[config.mk]
export PLATFORM = sky130hd
export DESIGN_NAME = ir_frame_rx
export DESIGN_NICKNAME = d
export VERILOG_FILES = /design/src/rtl/ir_rx_pkg.sv /design/src/rtl/ir_cfg_regs.sv /design/src/rtl/ir_edge_timer.sv /design/src/rtl/ir_frame_fsm.sv /design/src/rtl/ir_frame_rx.sv
export SDC_FILE = /design/constraint.sdc
export NUM_CORES = 1
export LEC_CHECK = 0
export ABC_AREA = 0
export BUFFER_PORTS_ARGS = -buffer_cell sky130_fd_sc_hd__buf_2
export CAP_MARGIN = 20
export CORE_ASPECT_RATIO = 1.25
export CORE_MARGIN = 3
export CORE_UTILIZATION = 48
export DETAILED_ROUTE_END_ITERATION = 10
export HOLD_SLACK_MARGIN = 0.03
export PLACE_DENSITY_LB_ADDON = 0.15
export SYNTH_ARGS = -nofsm -noshare
export SYNTH_HDL_FRONTEND = slang
export SYNTH_HIERARCHICAL = 1
export SYNTH_SLANG_ARGS = --single-unit
export TNS_END_PERCENT = 5
[constraint.sdc]
create_clock -name clk -period 8.67 [get_ports clk]
set_input_delay 1.3005 -clock clk [delete_from_list [all_inputs] [get_ports clk]]
set_output_delay 1.3005 -clock clk [all_outputs]
set_load 0.02 [all_outputs]
[src/rtl/ir_rx_pkg.sv]
package ir_rx_pkg;

  localparam int CFG_REGS  = 4;
  localparam int CFG_IDX_W = $clog2(CFG_REGS);
  localparam int WORD_BITS = 32;
  localparam int BYTES     = WORD_BITS / 8;

  // Threshold positions, in the order the entry port fills them
  localparam int CFG_LEAD = 0;
  localparam int CFG_DATA = 1;
  localparam int CFG_REP  = 2;
  localparam int CFG_END  = 3;

  typedef enum logic [2:0] {
    ST_IDLE,
    ST_LEAD,
    ST_GAP,
    ST_BURST,
    ST_SPACE,
    ST_TAIL
  } ir_state_e;

  function automatic logic [7:0] cfg_default(input int i);
    case (i)
      CFG_LEAD: cfg_default = 8'h0E;
      CFG_DATA: cfg_default = 8'h07;
      CFG_REP:  cfg_default = 8'h02;
      default:  cfg_default = 8'h80;
    endcase
  endfunction

endpackage

[src/rtl/ir_cfg_regs.sv]
module ir_cfg_regs
  import ir_rx_pkg::*;
(
  input  logic       clk,
  input  logic       rst_n,
  input  logic       enable,
  input  logic       wr,
  input  logic [7:0] wdata,
  output logic [7:0] thr [CFG_REGS]
);

  logic [CFG_IDX_W-1:0] idx;
  logic [CFG_IDX_W-1:0] slot;

  // While disabled, a write lands on the first position
  assign slot = enable ? idx : '0;

  always_ff @(posedge clk or negedge rst_n) begin
    if (!rst_n)      idx <= '0;
    else if (!enable) idx <= wr ? CFG_IDX_W'(1) : '0;
    else if (wr)     idx <= idx + 1'b1;
  end

  for (genvar g = 0; g < CFG_REGS; g++) begin : g_thr
    always_ff @(posedge clk or negedge rst_n) begin
      if (!rst_n)                             thr[g] <= cfg_default(g);
      else if (wr && slot == CFG_IDX_W'(g))   thr[g] <= wdata;
    end
  end

  // dropping enable without a write parks the position at the start
  p_idx_home_r3: assert property (@(posedge clk) disable iff (!rst_n)
    (!enable && !wr) |=> idx == '0);

endmodule

[src/rtl/ir_edge_timer.sv]
module ir_edge_timer #(
  parameter int CNT_W = 19
) (
  input  logic             clk,
  input  logic             rst_n,
  input  logic             enable,
  input  logic             tick,
  input  logic             ir_in,
  output logic             rise,
  output logic             fall,
  output logic [CNT_W-1:0] interval
);

  logic [2:0] sync_q;

  always_ff @(posedge clk or negedge rst_n) begin
    if (!rst_n) sync_q <= '0;
    else        sync_q <= {sync_q[1:0], ir_in};
  end

  assign rise = enable &&  sync_q[1] && !sync_q[2];
  assign fall = enable && !sync_q[1] &&  sync_q[2];

  always_ff @(posedge clk or negedge rst_n) begin
    if (!rst_n)                    interval <= '0;
    else if (!enable || rise || fall) interval <= '0;
    else if (tick && !(&interval)) interval <= interval + 1'b1;
  end

endmodule

[src/rtl/ir_frame_fsm.sv]
module ir_frame_fsm
  import ir_rx_pkg::*;
#(
  parameter int CNT_W      = 19,
  parameter int UNIT_SHIFT = 9,
  parameter int BIT0_TICKS = 560,
  parameter int BIT1_TICKS = 1690
) (
  input  logic                 clk,
  input  logic                 rst_n,
  input  logic                 enable,
  input  logic                 rise,
  input  logic                 fall,
  input  logic [CNT_W-1:0]     interval,
  input  logic [7:0]           thr [CFG_REGS],
  output logic [WORD_BITS-1:0] word,
  output logic                 done_pulse,
  output logic                 rep_pulse
);

  localparam int B0_LO = BIT0_TICKS - BIT0_TICKS / 4;
  localparam int B0_HI = BIT0_TICKS + BIT0_TICKS / 4;
  localparam int B1_LO = BIT1_TICKS - BIT1_TICKS / 4;
  localparam int B1_HI = BIT1_TICKS + BIT1_TICKS / 4;
  localparam int NB_W  = $clog2(WORD_BITS);

  ir_state_e            state;
  logic [NB_W-1:0]      nbits;
  logic [WORD_BITS-1:0] shreg;
  logic [CNT_W-1:0]     lead_lim, data_lim, rep_lim, end_lim;
  logic                 is0, is1;

  assign lead_lim = {{(CNT_W-8){1'b0}}, thr[CFG_LEAD]} << UNIT_SHIFT;
  assign data_lim = {{(CNT_W-8){1'b0}}, thr[CFG_DATA]} << UNIT_SHIFT;
  assign rep_lim  = {{(CNT_W-8){1'b0}}, thr[CFG_REP]}  << (UNIT_SHIFT + 1);
  assign end_lim  = {{(CNT_W-8){1'b0}}, thr[CFG_END]}  << UNIT_SHIFT;

  assign is0 = interval >= CNT_W'(B0_LO) && interval <= CNT_W'(B0_HI);
  assign is1 = interval >= CNT_W'(B1_LO) && interval <= CNT_W'(B1_HI);

  always_ff @(posedge clk or negedge rst_n) begin
    if (!rst_n) begin
      state      <= ST_IDLE;
      nbits      <= '0;
      shreg      <= '0;
      word       <= '0;
      done_pulse <= 1'b0;
      rep_pulse  <= 1'b0;
    end else begin
      done_pulse <= 1'b0;
      rep_pulse  <= 1'b0;
      if (!enable) begin
        state <= ST_IDLE;
        nbits <= '0;
      end else if (state != ST_IDLE && interval >= end_lim) begin
        state <= ST_IDLE;
      end else begin
        case (state)
          ST_IDLE:  if (rise) state <= ST_LEAD;
          ST_LEAD:  if (fall) state <= (interval >= lead_lim) ? ST_GAP : ST_IDLE;
          ST_GAP: if (rise) begin
            if (interval >= data_lim) begin
              state <= ST_BURST;
              nbits <= '0;
            end else if (interval >= rep_lim) begin
              state     <= ST_TAIL;
              rep_pulse <= 1'b1;
            end else begin
              state <= ST_IDLE;
            end
          end
          ST_BURST: if (fall) state <= ST_SPACE;
          ST_SPACE: if (rise) begin
            if (is0 || is1) begin
              shreg <= {is1, shreg[WORD_BITS-1:1]};
              if (nbits == NB_W'(WORD_BITS - 1)) begin
                word       <= {is1, shreg[WORD_BITS-1:1]};
                done_pulse <= 1'b1;
                state      <= ST_TAIL;
              end else begin
                nbits <= nbits + 1'b1;
                state <= ST_BURST;
              end
            end else begin
              state <= ST_IDLE;
            end
          end
          default: ;
        endcase
      end
    end
  end

  // receiver off forces the idle state
  p_idle_when_off_r4: assert property (@(posedge clk) disable iff (!rst_n)
    !enable |=> state == ST_IDLE);

  // the byte buffers move only together with a completion
  p_word_on_done_r5: assert property (@(posedge clk) disable iff (!rst_n)
    !$stable(word) |-> done_pulse);

  // one leader yields either a repeat or a data frame, never both
  p_one_event_r8: assert property (@(posedge clk) disable iff (!rst_n)
    $onehot0({done_pulse, rep_pulse}));

endmodule

[src/rtl/ir_frame_rx.sv]
module ir_frame_rx
  import ir_rx_pkg::*;
#(
  parameter int UNIT_SHIFT = 9,
  parameter int BIT0_TICKS = 560,
  parameter int BIT1_TICKS = 1690
) (
  input  logic       clk,
  input  logic       rst_n,
  input  logic       tick_1us,
  input  logic       enable,
  input  logic       ir_in,
  input  logic       cfg_wr,
  input  logic [7:0] cfg_data,
  input  logic       flag_clr,
  output logic [7:0] rx_byte0,
  output logic [7:0] rx_byte1,
  output logic [7:0] rx_byte2,
  output logic [7:0] rx_byte3,
  output logic       frame_done,
  output logic       repeat_seen,
  output logic       inv_ok,
  output logic       irq
);

  localparam int CNT_W = 8 + UNIT_SHIFT + 2;

  logic [7:0]           thr [CFG_REGS];
  logic                 rise, fall;
  logic [CNT_W-1:0]     interval;
  logic [WORD_BITS-1:0] word;
  logic                 done_pulse, rep_pulse;
  logic [7:0]           bytes [BYTES];

  ir_cfg_regs u_cfg (
    .clk   (clk),
    .rst_n (rst_n),
    .enable(enable),
    .wr    (cfg_wr),
    .wdata (cfg_data),
    .thr   (thr)
  );

  ir_edge_timer #(.CNT_W(CNT_W)) u_timer (
    .clk     (clk),
    .rst_n   (rst_n),
    .enable  (enable),
    .tick    (tick_1us),
    .ir_in   (ir_in),
    .rise    (rise),
    .fall    (fall),
    .interval(interval)
  );

  ir_frame_fsm #(
    .CNT_W     (CNT_W),
    .UNIT_SHIFT(UNIT_SHIFT),
    .BIT0_TICKS(BIT0_TICKS),
    .BIT1_TICKS(BIT1_TICKS)
  ) u_fsm (
    .clk       (clk),
    .rst_n     (rst_n),
    .enable    (enable),
    .rise      (rise),
    .fall      (fall),
    .interval  (interval),
    .thr       (thr),
    .word      (word),
    .done_pulse(done_pulse),
    .rep_pulse (rep_pulse)
  );

  for (genvar b = 0; b < BYTES; b++) begin : g_byte
    assign bytes[b] = word[8*b +: 8];
  end

  assign rx_byte0 = bytes[0];
  assign rx_byte1 = bytes[1];
  assign rx_byte2 = bytes[2];
  assign rx_byte3 = bytes[3];
  assign inv_ok   = (bytes[1] == ~bytes[0]) && (bytes[3] == ~bytes[2]);

  // Set takes priority over a same-cycle clear
  always_ff @(posedge clk or negedge rst_n) begin
    if (!rst_n) begin
      frame_done  <= 1'b0;
      repeat_seen <= 1'b0;
    end else begin
      if (done_pulse)    frame_done <= 1'b1;
      else if (flag_clr) frame_done <= 1'b0;
      if (rep_pulse)     repeat_seen <= 1'b1;
      else if (flag_clr) repeat_seen <= 1'b0;
    end
  end

  assign irq = frame_done | repeat_seen;

  // a completion is never lost to a simultaneous clear
  p_done_sticks_r10: assert property (@(posedge clk) disable iff (!rst_n)
    done_pulse |=> frame_done);

endmodule

==> key figures, run 1 <==
Outcome
  – Status: finished, final reports clean

Die
  – Die extent in y: 141.2 um
  – Std cell rows: 48
  – Core area: 14050 um2
  – Die W: 114.1 um
  – Die area: 16110 um2
  – I/O pin count: 51
  – Initial core utilization: 0.4993

Route
  – DR iter-0 viols: a little under 300
  – Detail Route Antenna Nets: 0
  – Routed vias/inst: roughly 5.8
  – WL final: 14870 um
  – Vias: a little under 5000
  – DR DRC count: 0
  – DR pass1 iterations: 5
  – Routed length per instance: around 18 um

Worst setup path
  – Critical Path End Type: register
  – Crit-path max FO: 32
  – CP Buf/Inv Count: 0
  – Worst path depth: 7
  – Crit Path Category: reg2reg
  – Top delay family on crit path: simple AND/OR/NAND/NOR gates
  – Critical path data required time: 8960 ps
  – RR Endpoint: u_fsm/word[10]$_DFFE_PN0P_
  – Critical Path Slowest Stage Cell: or4_2
  – R2R Path Start: u_timer/interval[14]$_DFFE_PN0P_
  – Reg2Reg Depth: 7
  – Setup slack, reg-to-reg: 4950 ps
  – Max stage delay on crit path: 1080 ps
  – Worst Path Arrival: ~4000 ps
  – CP Launch Type: register
  – Worst-path cell chain: or4_1 -> or3_1 -> a211oi_2 -> a31o_4 -> nand3_2 -> or4_2 -> mux2_4

Timing
  – Slew margin rel.: 0.3030
  – Fmax: 268.8 MHz
  – Worst hold slack: about 360 ps
  – Pins Over Slew Limit: 0
  – Endpoints failing setup: 0
  – RSZ-0062 raised after global routing: false
  – Tightest Pin Transition: 1045 ps
  – Post-Route Skew: 7.733 ps
  – Final Cycle Share: 0.4291
  – Hold Vio Cnt, Final: 0
  – Total negative slack: 0 ps
  – Final Critical Period: 3720 ps

Finish
  – Area delta synth->final: 14.10%
  – Fin nets: 704
  – Util after Layout: 0.5697
  – Fraction of layout cells with a size suffix above 1: 0.2504
  – Inserted Diodes: 0
  – Non-Filler Instances: 842
  – # fillers: ~1200

Placed design
  – HPWL Detailed: 10630 um
  – Post-Place Cells: 810
  – I/O Buffers: 50
  – Routability Congestion: roughly 0.95

Clocking
  – Clk root buf: clkbuf_16
  – Hold buffers post-CTS: 0
  – Clock Tree Buf Depth: 2
  – CTS H-tree depth: 4
  – CTS buffer count: 17
  – Post-CTS Setup Bufs: 0
  – Worst skew pair latency: 410 ps
  – Post_cts resized: 0
  – TritonCTS clock tree: built
  – Sink Count: 131
  – Reg clk slew, reported paths: 60 ps

Yosys
  – Avg Inst Size Synth: 11.62 um2
  – Post-Syn Instances: between 600 and 700
  – Top cell type by total area after synthesis: dfrtp_1
  – Fraction of registers with async set/reset: 1.000
  – Leading register cell type out of synthesis: dfrtp_1
  – Area contributors post-synth: dfrtp_1 (44%), mux2_4 (7.3%), ha_1 (6.2%), mux2_1 (5.3%), mux2_2 (3.2%)
  – Synth Warn #: 6
  – Synth top area share: 0.4387
  – Synth Register Bits: 131
  – Count leader, synth: dfrtp_1
  – Area of the mapped netlist: 7017 um2
  – Synthesized net count: 654
  – Distinct cells, synth: 70
  – Sequential share of the synthesized area: 0.4686
  – Post-synth EDFFs: 0
  – Synth top cells by count: dfrtp_1 (123), inv_1 (47), ha_1 (35)

Power
  – Power Density: around 210 nW/um2
  – Peak VDD IR: 0.0001349 V
  – Design Power: 1.714 mW
  – Leakage: 4.126 nW

Min path
  – Hold_sp: u_timer/sync_q[0]$_DFF_PN0_
  – Hold path depth: 0
  – Worst Hold Path EP: u_timer/sync_q[1]$_DFF_PN0_
  – Hold WC Path Type: reg2reg

GRT
  – All-Layer GR Usage: 0.1945
  – Antenna violations before repair: 0
  – First-pass GRT wire length: approximately 25000 um
  – Vias in the first global route: 4843
  – GRT overflow: 0
  – Largest net degree at the start of global routing: 75

Run
  – Count of max-cap constraint violations: 0
## worst max path at each step
stage	from	to	slack [ps]
after detailed placement	enable	u_fsm/word[26]$_DFFE_PN0P_	4760
after CTS	u_timer/interval[14]$_DFFE_PN0P_	u_fsm/word[26]$_DFFE_PN0P_	4970
after global routing	u_timer/interval[14]$_DFFE_PN0P_	u_fsm/word[26]$_DFFE_PN0P_	4820
after global placement	enable	u_fsm/word[26]$_DFFE_PN0P_	4830
final	u_timer/interval[14]$_DFFE_PN0P_	u_fsm/word[10]$_DFFE_PN0P_	4950
after floorplan	u_timer/interval[14]$_DFFE_PN0P_	u_fsm/word[0]$_DFFE_PN0P_	5740
## where the power goes
part           internal [mW]  switching [mW]
Clock                  0.527           0.265
Sequential             0.670          0.0351
Combinational         0.0958           0.122
## registers in the layout, indices dropped and copies added (netlist names)
name and count:
u_fsm/done_pulse 1, repeat_seen 1, u_fsm/state 3, u_timer/interval 19
u_cfg/idx 2, u_fsm/word 32, frame_done 1, u_fsm/rep_pulse 1
u_fsm/shreg 31, u_fsm/nbits 5, u_cfg/thr 32, u_timer/sync_q 3
## logic make-up after synthesis
| group | synth area share |
|---|---|
| xor gates and xnor gates | 0.02996 |
| AOI/OAI and AO/OA | 0.09380 |
| adders and majority gates | 0.06241 |
| buffers and inverters | 0.04743 |
| DFF | 0.4686 |
| muxes | 0.1635 |
| and+or+nand+nor | 0.1343 |
## layout by cell type, fill, tap and decap left out, drive strengths merged, types with 3 or more instances in the layout
| cell type | n |
|---|---|
| a211oi | 6 |
| a21boi | 4 |
| a21o | 6 |
| a21oi | 24 |
| and3 | 6 |
| and4 | 6 |
| buf | 52 |
| bufinv | 5 |
| clkbuf | 20 |
| clkinv | 3 |
| dfrtp | 123 |
| dfstp | 8 |
| ha | 35 |
| inv | 49 |
| mux2 | 87 |
| mux2i | 4 |
| nand2 | 35 |
| nand2b | 6 |
| nand3 | 19 |
| nand4 | 17 |
| nor2 | 30 |
| nor3 | 11 |
| nor4 | 3 |
| o2111ai | 3 |
| o21a | 4 |
| o21ai | 17 |
| o22ai | 3 |
| o32ai | 9 |
| or2 | 6 |
| or3 | 8 |
| xnor2 | 7 |
| xor2 | 17 |
## area by class of cell
| cell class | count | area [um2] | area share |
|---|---|---|---|
| Tap cell | 175 | 219.0 | 0.02735 |
| Sequential cell | 131 | 3288 | 0.4107 |
| Timing Repair Buffer | 52 | 267.8 | 0.03344 |
| Inverter | 47 | 176.4 | 0.02203 |
| Multi-Input combinational cell | 405 | 3397 | 0.4243 |
| Clock inverter | 12 | 201.4 | 0.02516 |
| Clock buffer | 20 | 456.7 | 0.05704 |
## metal layers
layer	vias up	track usage	part of all wire
met5	-	0	0
met1	2424	0.2336	0.42
met3	13	0.04036	0.034
li1	2294	-	-
met4	0	0.06692	0.013
met2	122	0.3439	0.53
## worst reg2reg max path: stages (launching register included)
cell and delay (ps):
dfrtp_1 500, or4_1 590, or3_1 400, a211oi_2 240, a31o_4 180, nand3_2 110
or4_2 1080, mux2_4 490
## stage by stage
step | area [um2] | worst slack, ps
4_1_cts | 8006 | 4968
2_1_floorplan | 7017 | 5739
3_5_place_dp | 7348 | 4759
5_1_grt | 8006 | 4822
3_3_place_gp | 7348 | 4830
6_report | 8006 | 4950
Power figures use the tool's default switching activity.
==> inputs of run 2 (changes only) <==
Settings changed: ABC_AREA 0 to 1.
Clock period 8.67 ns to 3.73 ns, I/O delays scaled along.
==> run 2 against run 1 <==
  * Die area is 10% higher
  * Critical path depth grew 7
  * Power increased by 120%
  * First-iteration DRC count increased by 56%
  * Combinational power grew to 2.5 times the previous value
  * Clock-buffer cell count is 1 lower
  * Via count grew 36%
  * Sequential power grew 130%
  * Largest cell class unchanged
  * Highest routed layer unchanged
  * Fmax rose by 36%
==> key figures, run 2 <==
Outcome
  – Status: finished, final reports clean (unchanged)

Clocking
  – Reg clk slew, reported paths: 60 ps (about the same)
  – CTS H-tree depth: 4 (unchanged)
  – Post-CTS Setup Bufs: 0 (unchanged)
  – Post_cts resized: 0 (unchanged)
  – CTS buffer count: 17 (unchanged)
  – TritonCTS clock tree: built (unchanged)
  – Worst skew pair latency: 430 ps (was 410 ps)
  – Clock Tree Buf Depth: 2 (unchanged)
  – Hold buffers post-CTS: 0 (unchanged)
  – Clk root buf: clkbuf_16 (unchanged)
  – Sink Count: 131 (unchanged)

Yosys
  – Fraction of registers with async set/reset: 1.000 (unchanged)
  – Top cell type by total area after synthesis: dfrtp_1 (unchanged)
  – Area of the mapped netlist: 7756 um2 (was 7017 um2)
  – Distinct cells, synth: 38 (was 70)
  – Synth Warn #: 6 (unchanged)
  – Synth Register Bits: 131 (unchanged)
  – Count leader, synth: nand2_1 (was dfrtp_1)
  – Synth top cells by count: nand2_1 (337), inv_1 (164), dfrtp_1 (123) (was dfrtp_1 (123), inv_1 (47), ha_1 (35))
  – Leading register cell type out of synthesis: dfrtp_1 (unchanged)
  – Post-synth EDFFs: 0 (unchanged)
  – Synth top area share: 0.3968 (was 0.4387)
  – Sequential share of the synthesized area: 0.4239 (was 0.4686)
  – Synthesized net count: 1113 (was 654)
  – Avg Inst Size Synth: 7.297 um2 (was 11.62 um2)
  – Post-Syn Instances: 1063 (was 604)
  – Area contributors post-synth: dfrtp_1 (40%), nand2_1 (16%), inv_1 (7.9%), ha_1 (5.6%), nand3_1 (5.1%) (was dfrtp_1 (44%), mux2_4 (7.3%), ha_1 (6.2%), mux2_1 (5.3%), mux2_2 (3.2%))

Die
  – Std cell rows: 51 (was 48)
  – I/O pin count: 51 (unchanged)
  – Die W: 119.7 um (was 114.1 um)
  – Die extent in y: 148.1 um (was 141.2 um)
  – Die area: 17730 um2 (was 16110 um2)
  – Initial core utilization: 0.4941 (was 0.4993)
  – Core area: 15700 um2 (was 14050 um2)

Route
  – Vias: 6621 (was 4853)
  – DR DRC count: 0 (unchanged)
  – DR pass1 iterations: 5 (unchanged)
  – WL final: 17680 um (was 14870 um)
  – Routed vias/inst: 4.926 (was 5.764)
  – Routed length per instance: 13.16 um (was 17.67 um)
  – Detail Route Antenna Nets: 0 (unchanged)
  – DR iter-0 viols: 451 (was 289)

Worst setup path
  – CP Launch Type: register (unchanged)
  – Crit Path Category: reg2reg (unchanged)
  – Crit-path most repeated cell: nand3_1
  – Critical Path End Type: register (unchanged)
  – Worst Path Arrival: 3090 ps (was 4010 ps)
  – Critical Path Slowest Stage Cell: dfrtp_1 (was or4_2)
  – Crit-path max FO: 63 (was 32)
  – CP Buf/Inv Count: 3 (was 0)
  – Worst-path cell chain: inv_1 -> ha_1 -> nand2_1 -> nor2_1 -> and2_1 -> nand3_1 -> nand3_1 -> nand2_2 -> nand3_4 -> buf_4 -> nor2_8 -> buf_12 -> nand3_1 -> nand2_1 (was or4_1 -> or3_1 -> a211oi_2 -> a31o_4 -> nand3_2 -> or4_2 -> mux2_4)
  – Max stage delay on crit path: 580 ps (was 1080 ps)
  – Top delay family on crit path: simple AND/OR/NAND/NOR gates (unchanged)
  – Critical path data required time: 4090 ps (was 8960 ps)

Finish
  – Area delta synth->final: 13.37% (was 14.10%)
  – Most frequent cells in the layout: nand2_1 (337), inv_1 (164), dfrtp_1 (123), nor2_1 (101), nand3_1 (79) (was dfrtp_1 (123), buf_2 (49), inv_1 (47), ha_1 (35))
  – Biggest regs: u_cfg/thr x32, u_fsm/word x32, u_fsm/shreg x31 (unchanged)
  – Fin nets: 1169 (was 704)
  – # fillers: 1560 (was 1197)
  – Most common cell after layout, fill and taps aside: nand2_1 (was dfrtp_1)
  – Non-Filler Instances: 1344 (was 842)
  – Area of the multi-input gates: 3649 um2 (was 3397 um2)
  – Fraction of layout cells with a size suffix above 1: 0.1210 (was 0.2504)
  – Reg area: 3288 um2 (unchanged)
  – Util after Layout: 0.5602 (was 0.5697)
  – Post-route cell area: 8793 um2 (was 8006 um2)
  – Inserted Diodes: 0 (unchanged)

Placed design
  – HPWL Detailed: 12520 um (was 10630 um)
  – I/O Buffers: 50 (unchanged)
  – Dpl ws: 1024 ps (was 4759 ps)
  – Post-Place Cells: 1310 (was 810)
  – Routability Congestion: 0.8326 (was 0.9470)
  – Placed cell areas: 8178 um2 (was 7348 um2)

Power
  – Power Density: 432.3 nW/um2 (was 214.1 nW/um2)
  – Design Power: 3.801 mW (was 1.714 mW)
  – Leakage: 4.814 nW (was 4.126 nW)
  – Peak VDD IR: 0.0002698 V (was 0.0001349 V)

Timing
  – Slew margin rel.: 0.6423 (was 0.3030)
  – Hold Vio Cnt, Final: 0 (unchanged)
  – Fmax: 365.4 MHz (was 268.8 MHz)
  – Post-Route Skew: 13.43 ps (was 7.733 ps)
  – Worst hold slack: 236.2 ps (was 357.8 ps)
  – Pins Over Slew Limit: 0 (unchanged)
  – Total negative slack: 0 ps (unchanged)
  – RSZ-0062 raised after global routing: false (unchanged)
  – Final Critical Period: 2737 ps (was 3720 ps)
  – Setup slack after layout: 993.2 ps (was 4950 ps)
  – Endpoints failing setup: 0 (unchanged)
  – Tightest Pin Transition: 536.6 ps (was 1045 ps)
  – Final Cycle Share: 0.7337 (was 0.4291)

GRT
  – GRT overflow: 0 (unchanged)
  – Antenna violations before repair: 0 (unchanged)
  – First-pass GRT wire length: 30220 um (was 24650 um)
  – Largest net degree at the start of global routing: 112 (was 75)
  – Vias in the first global route: 6247 (was 4843)
  – All-Layer GR Usage: 0.2104 (was 0.1945)

Run
  – Count of max-cap constraint violations: 0 (unchanged)

Min path
  – Hold WC Path Type: in2reg (was reg2reg)
run 2: report_power, final:
| part | leakage [nW] | internal, mW | switching [mW] |
|---|---|---|---|
| sequential | 1.53 | 1.56 | 0.0748 |
| combinational | 3.02 | 0.193 | 0.359 |
| clock | 0.269 | 0.959 | 0.657 |
| total | 4.81 | 2.71 | 1.09 |
run 2: layout make-up:
cell class / instances / share of cell area
multi-input cells: 737 / 0.4149
flip-flops and latches: 131 / 0.3739
inverters: 172 / 0.07356
clock buffers: 19 / 0.05151
repair buffers: 60 / 0.04169
well taps: 212 / 0.03017
clock inverters: 13 / 0.01423
run 2: path summary, 6_finish.rpt:
check                                                     start                          end  slack (ps)  depth (start not counted)
worst max-delay path            u_timer/interval[9]$_DFFE_PN0P_   u_fsm/word[16]$_DFFE_PN0P_         990                         14
worst min-delay path                                      ir_in  u_timer/sync_q[0]$_DFF_PN0_         240                          1
worst max register to register  u_timer/interval[9]$_DFFE_PN0P_   u_fsm/word[16]$_DFFE_PN0P_         990                         14
worst min register to register      u_timer/sync_q[0]$_DFF_PN0_  u_timer/sync_q[1]$_DFF_PN0_         350                          0
max in group asynchronous                                 rst_n    u_cfg/thr[17]$_DFFE_PN1P_        2220                          4
min in group asynchronous                                 rst_n   u_fsm/nbits[1]$_DFFE_PN0P_         550                          2
run 2: cell families after synthesis:
logic type / after synthesis / synth area share
XOR/XNOR: 14 / 0.01581
AO/OA/AOI/OAI: 103 / 0.07066
AND/OR/NAND/NOR: 585 / 0.3275
flip-flops: 131 / 0.4239
adder cells (fa/ha/maj): 35 / 0.05646
buffers and inverters: 195 / 0.1057
run 2: worst register-to-register path: cells and delay by family, from the launching register on:
kind          cells  cell delay (ps)
simple gates     10             1030
buf+inv           3              750
flops             1              580
fa+ha+maj         1              320
run 2: per-layer routing:
layer / up-vias / wire length (um) / track usage / part of all wire
li1: 3447 / - / - / -
met1: 2999 / 7861 / 0.2695 / 0.44
met2: 141 / 8773 / 0.3552 / 0.50
met3: 34 / 637 / 0.03690 / 0.036
met4: 0 / 410 / 0.08367 / 0.023
met5: - / 0 / 0 / 0
==> inputs of run 3 (changes only) <==
Settings changed: ABC_AREA 1 to 0.
Clock period 3.73 ns to 2.7 ns, I/O delays scaled along.
==> run 3 against run 2 <==
  * The flow now finishes with violations (negative setup slack)
  * Clock skew is 8.4 ps lower
  * Final cell count is 33% lower
  * Worst hold slack worse by 150 ps
  * Sequential share of layout area is 0.31 points higher
  * First-iteration DRC count is 41% lower
  * Utilization is 6.1 points higher
  * Final area is 0.80% lower
  * Clock-buffer cell count is 2 lower
  * Non-clock buffer count is 48 higher
  * Setup slack worse by 1100 ps
  * Largest cell class unchanged
  * Highest routed layer unchanged
==> key figures, run 3 (synthesized netlist as in run 1, its figures left out) <==
Outcome
  – Status: finished, violations left (was finished, final reports clean)
  – Failing checks: negative setup slack

Route
  – Vias: 5049 (was 6621)
  – WL final: 16260 um (was 17680 um)
  – Routed vias/inst: 5.622 (was 4.926)
  – Metal3 WL: 616 um (was 637 um)
  – Metal2 WL: 8707 um (was 8773 um)
  – Top sig layer: met4 (unchanged)
  – Met1 Wirelength: 6564 um (was 7861 um)
  – DR iter-0 viols: 264 (was 451)
  – Detail Route Antenna Nets: 0 (unchanged)
  – DR DRC count: 0 (unchanged)
  – Routed length per instance: 18.11 um (was 13.16 um)
  – DR pass1 iterations: 4 (was 5)

Worst setup path
  – Worst Path Arrival: 3140 ps (was 3090 ps)
  – Critical Path End Type: register (unchanged)
  – CP Launch Type: register (unchanged)
  – Top delay family on crit path: simple AND/OR/NAND/NOR gates (unchanged)
  – Worst-path cell chain: or4_4 -> or3_1 -> a211oi_2 -> a31o_4 -> nand3_4 -> buf_6 -> or3_4 -> buf_16 -> mux2_1 (was inv_1 -> ha_1 -> nand2_1 -> nor2_1 -> and2_1 -> nand3_1 -> nand3_1 -> nand2_2 -> nand3_4 -> buf_4 -> nor2_8 -> buf_12 -> nand3_1 -> nand2_1)
  – Max stage delay on crit path: 530 ps (was 580 ps)
  – Crit-path max FO: 8 (was 63)
  – Crit Path Category: reg2reg (unchanged)
  – Critical Path Slowest Stage Cell: or4_4 (was dfrtp_1)
  – Setup slack, reg-to-reg: -140 ps (was 990 ps)
  – CP Buf/Inv Count: 2 (was 3)
  – Critical path data required time: 3000 ps (was 4090 ps)

Die
  – Initial core utilization: 0.4993 (was 0.4941)
  – Core area: 14050 um2 (was 15700 um2)
  – Die extent in y: 141.2 um (was 148.1 um)
  – I/O pin count: 51 (unchanged)
  – Die area: 16110 um2 (was 17730 um2)
  – Die W: 114.1 um (was 119.7 um)
  – Std cell rows: 48 (was 51)

Timing
  – Setup slack after layout: -141.7 ps (was 993.2 ps)
  – Post-Route Skew: 4.990 ps (was 13.43 ps)
  – Endpoints failing setup: 63 (was 0)
  – Final Cycle Share: 1.052 (was 0.7337)
  – RSZ-0062 raised after global routing: true (was false)
  – Pins Over Slew Limit: 0 (unchanged)
  – Fmax: 351.9 MHz (was 365.4 MHz)
  – Final Critical Period: 2842 ps (was 2737 ps)
  – Tightest Pin Transition: 619.9 ps (was 536.6 ps)
  – Slew margin rel.: 0.5858 (was 0.6423)
  – Hold Vio Cnt, Final: 0 (unchanged)

Finish
  – Post-route cell area: 8723 um2 (was 8793 um2)
  – Most frequent cells in the layout: dfrtp_1 (122), mux2_4 (63), buf_2 (49), buf_4 (49), inv_1 (47) (was nand2_1 (337), inv_1 (164), dfrtp_1 (123), nor2_1 (101), nand3_1 (79))
  – Area delta synth->final: 24.32% (was 13.37%)
  – Inserted Diodes: 0 (unchanged)
  – Biggest regs: u_cfg/thr x32, u_fsm/word x32, u_fsm/shreg x31 (unchanged)
  – Fin nets: 760 (was 1169)
  – Most common cell after layout, fill and taps aside: dfrtp_1 (was nand2_1)
  – Fraction of layout cells with a size suffix above 1: 0.3624 (was 0.1210)

Power
  – Leakage: 4.540 nW (was 4.814 nW)
  – Power Density: 630.7 nW/um2 (was 432.3 nW/um2)
  – Peak VDD IR: 0.0004412 V (was 0.0002698 V)

Placed design
  – Routability Congestion: 0.8872 (was 0.8326)
  – Placed cell areas: 7701 um2 (was 8178 um2)
  – I/O Buffers: 50 (unchanged)
  – Dpl ws: -327.6 ps (was 1024 ps)
  – HPWL Detailed: 11220 um (was 12520 um)

Clocking
  – CTS buffer count: 17 (unchanged)
  – Reg clk slew, reported paths: 60 ps (about the same)
  – CTS H-tree depth: 4 (unchanged)
  – Clock Tree Buf Depth: 2 (unchanged)
  – Clk root buf: clkbuf_16 (unchanged)
  – Worst skew pair latency: 420 ps (was 430 ps)
  – TritonCTS clock tree: built (unchanged)
  – Sink Count: 131 (unchanged)

GRT
  – Vias in the first global route: 5172 (was 6247)
  – Largest net degree at the start of global routing: 74 (was 112)
  – All-Layer GR Usage: 0.2132 (was 0.2104)
  – Antenna violations before repair: 0 (unchanged)
  – First-pass GRT wire length: 26680 um (was 30220 um)
  – GRT overflow: 0 (unchanged)

Min path
  – Hold WC Path Type: in2reg (unchanged)

Run
  – Count of max-cap constraint violations: 0 (unchanged)
-- run 3: changes by cell type in the layout (fill, tap and decap cells not counted), sizes merged, moves of 48 or more --
cell   previous run  this run
buf              59       107
inv             175        49
mux2              0        87
nand2           350        35
nand3            82        19
nor2            114        30
o21ai            79        17
-- run 3: cell type report --
type	count	area, um2
fill	1146	5330
clock buffer	17	425.4
clock inverter	15	205.2
tap	175	219.0
timing repair buffer	108	832.0
sequential	131	3289
inverter	47	176.4
multi-input combinational	405	3576
-- run 3: power by group --
group          internal (mW)  switching [mW]
clock                   1.55           0.885
sequential              2.15           0.104
combinational          0.388           0.425
total                   4.09            1.41
-- run 3: metrics by stage --
stage                       util  setup TNS (ps)  hold WS (ps)  cells  power (mW)
after floorplan                -          -12170         109.4    604       2.768
after global placement    0.5480          -12510         340.5    852       2.994
after detailed placement  0.5480          -17180         350.4    852       3.033
after CTS                 0.6144          -11980         68.69    894       5.516
after global routing      0.6207          -12680         75.43    898       5.772
final                     0.6207           -7221         88.38    898       5.502
-- run 3: path summary, 6_finish.rpt --
path                                                  startpoint                     endpoint  cells past startpoint
min in group asynchronous                                  rst_n   u_fsm/word[19]$_DFFE_PN0P_                      2
worst min-delay path                                       ir_in  u_timer/sync_q[0]$_DFF_PN0_                      1
worst max register to register  u_timer/interval[14]$_DFFE_PN0P_  u_fsm/shreg[29]$_DFFE_PN0P_                      9
worst max-delay path            u_timer/interval[14]$_DFFE_PN0P_  u_fsm/shreg[29]$_DFFE_PN0P_                      9
max in group asynchronous                                  rst_n     u_cfg/thr[9]$_DFFE_PN1P_                      3
worst min register to register       u_timer/sync_q[0]$_DFF_PN0_  u_timer/sync_q[1]$_DFF_PN0_                      0
-- run 3: repair_timing --
| item | in CTS | in global routing |
|---|---|---|
| hold endpoints to repair | 34 | 0 |
| endpoints found under the setup margin | 63 | 70 |
| gates cloned | 5 | 0 |
| setup buffers | 4 | 4 |
| resized for setup | 34 | 14 |
| hold buffers | 1 | 0 |
| pin swaps | 5 | 5 |
-- run 3: layer usage --
layer | track usage | up-vias
li1 | - | 2408
met1 | 0.2451 | 2484
met2 | 0.3806 | 129
met3 | 0.04594 | 28
met4 | 0.08755 | 0
met5 | 0 | -
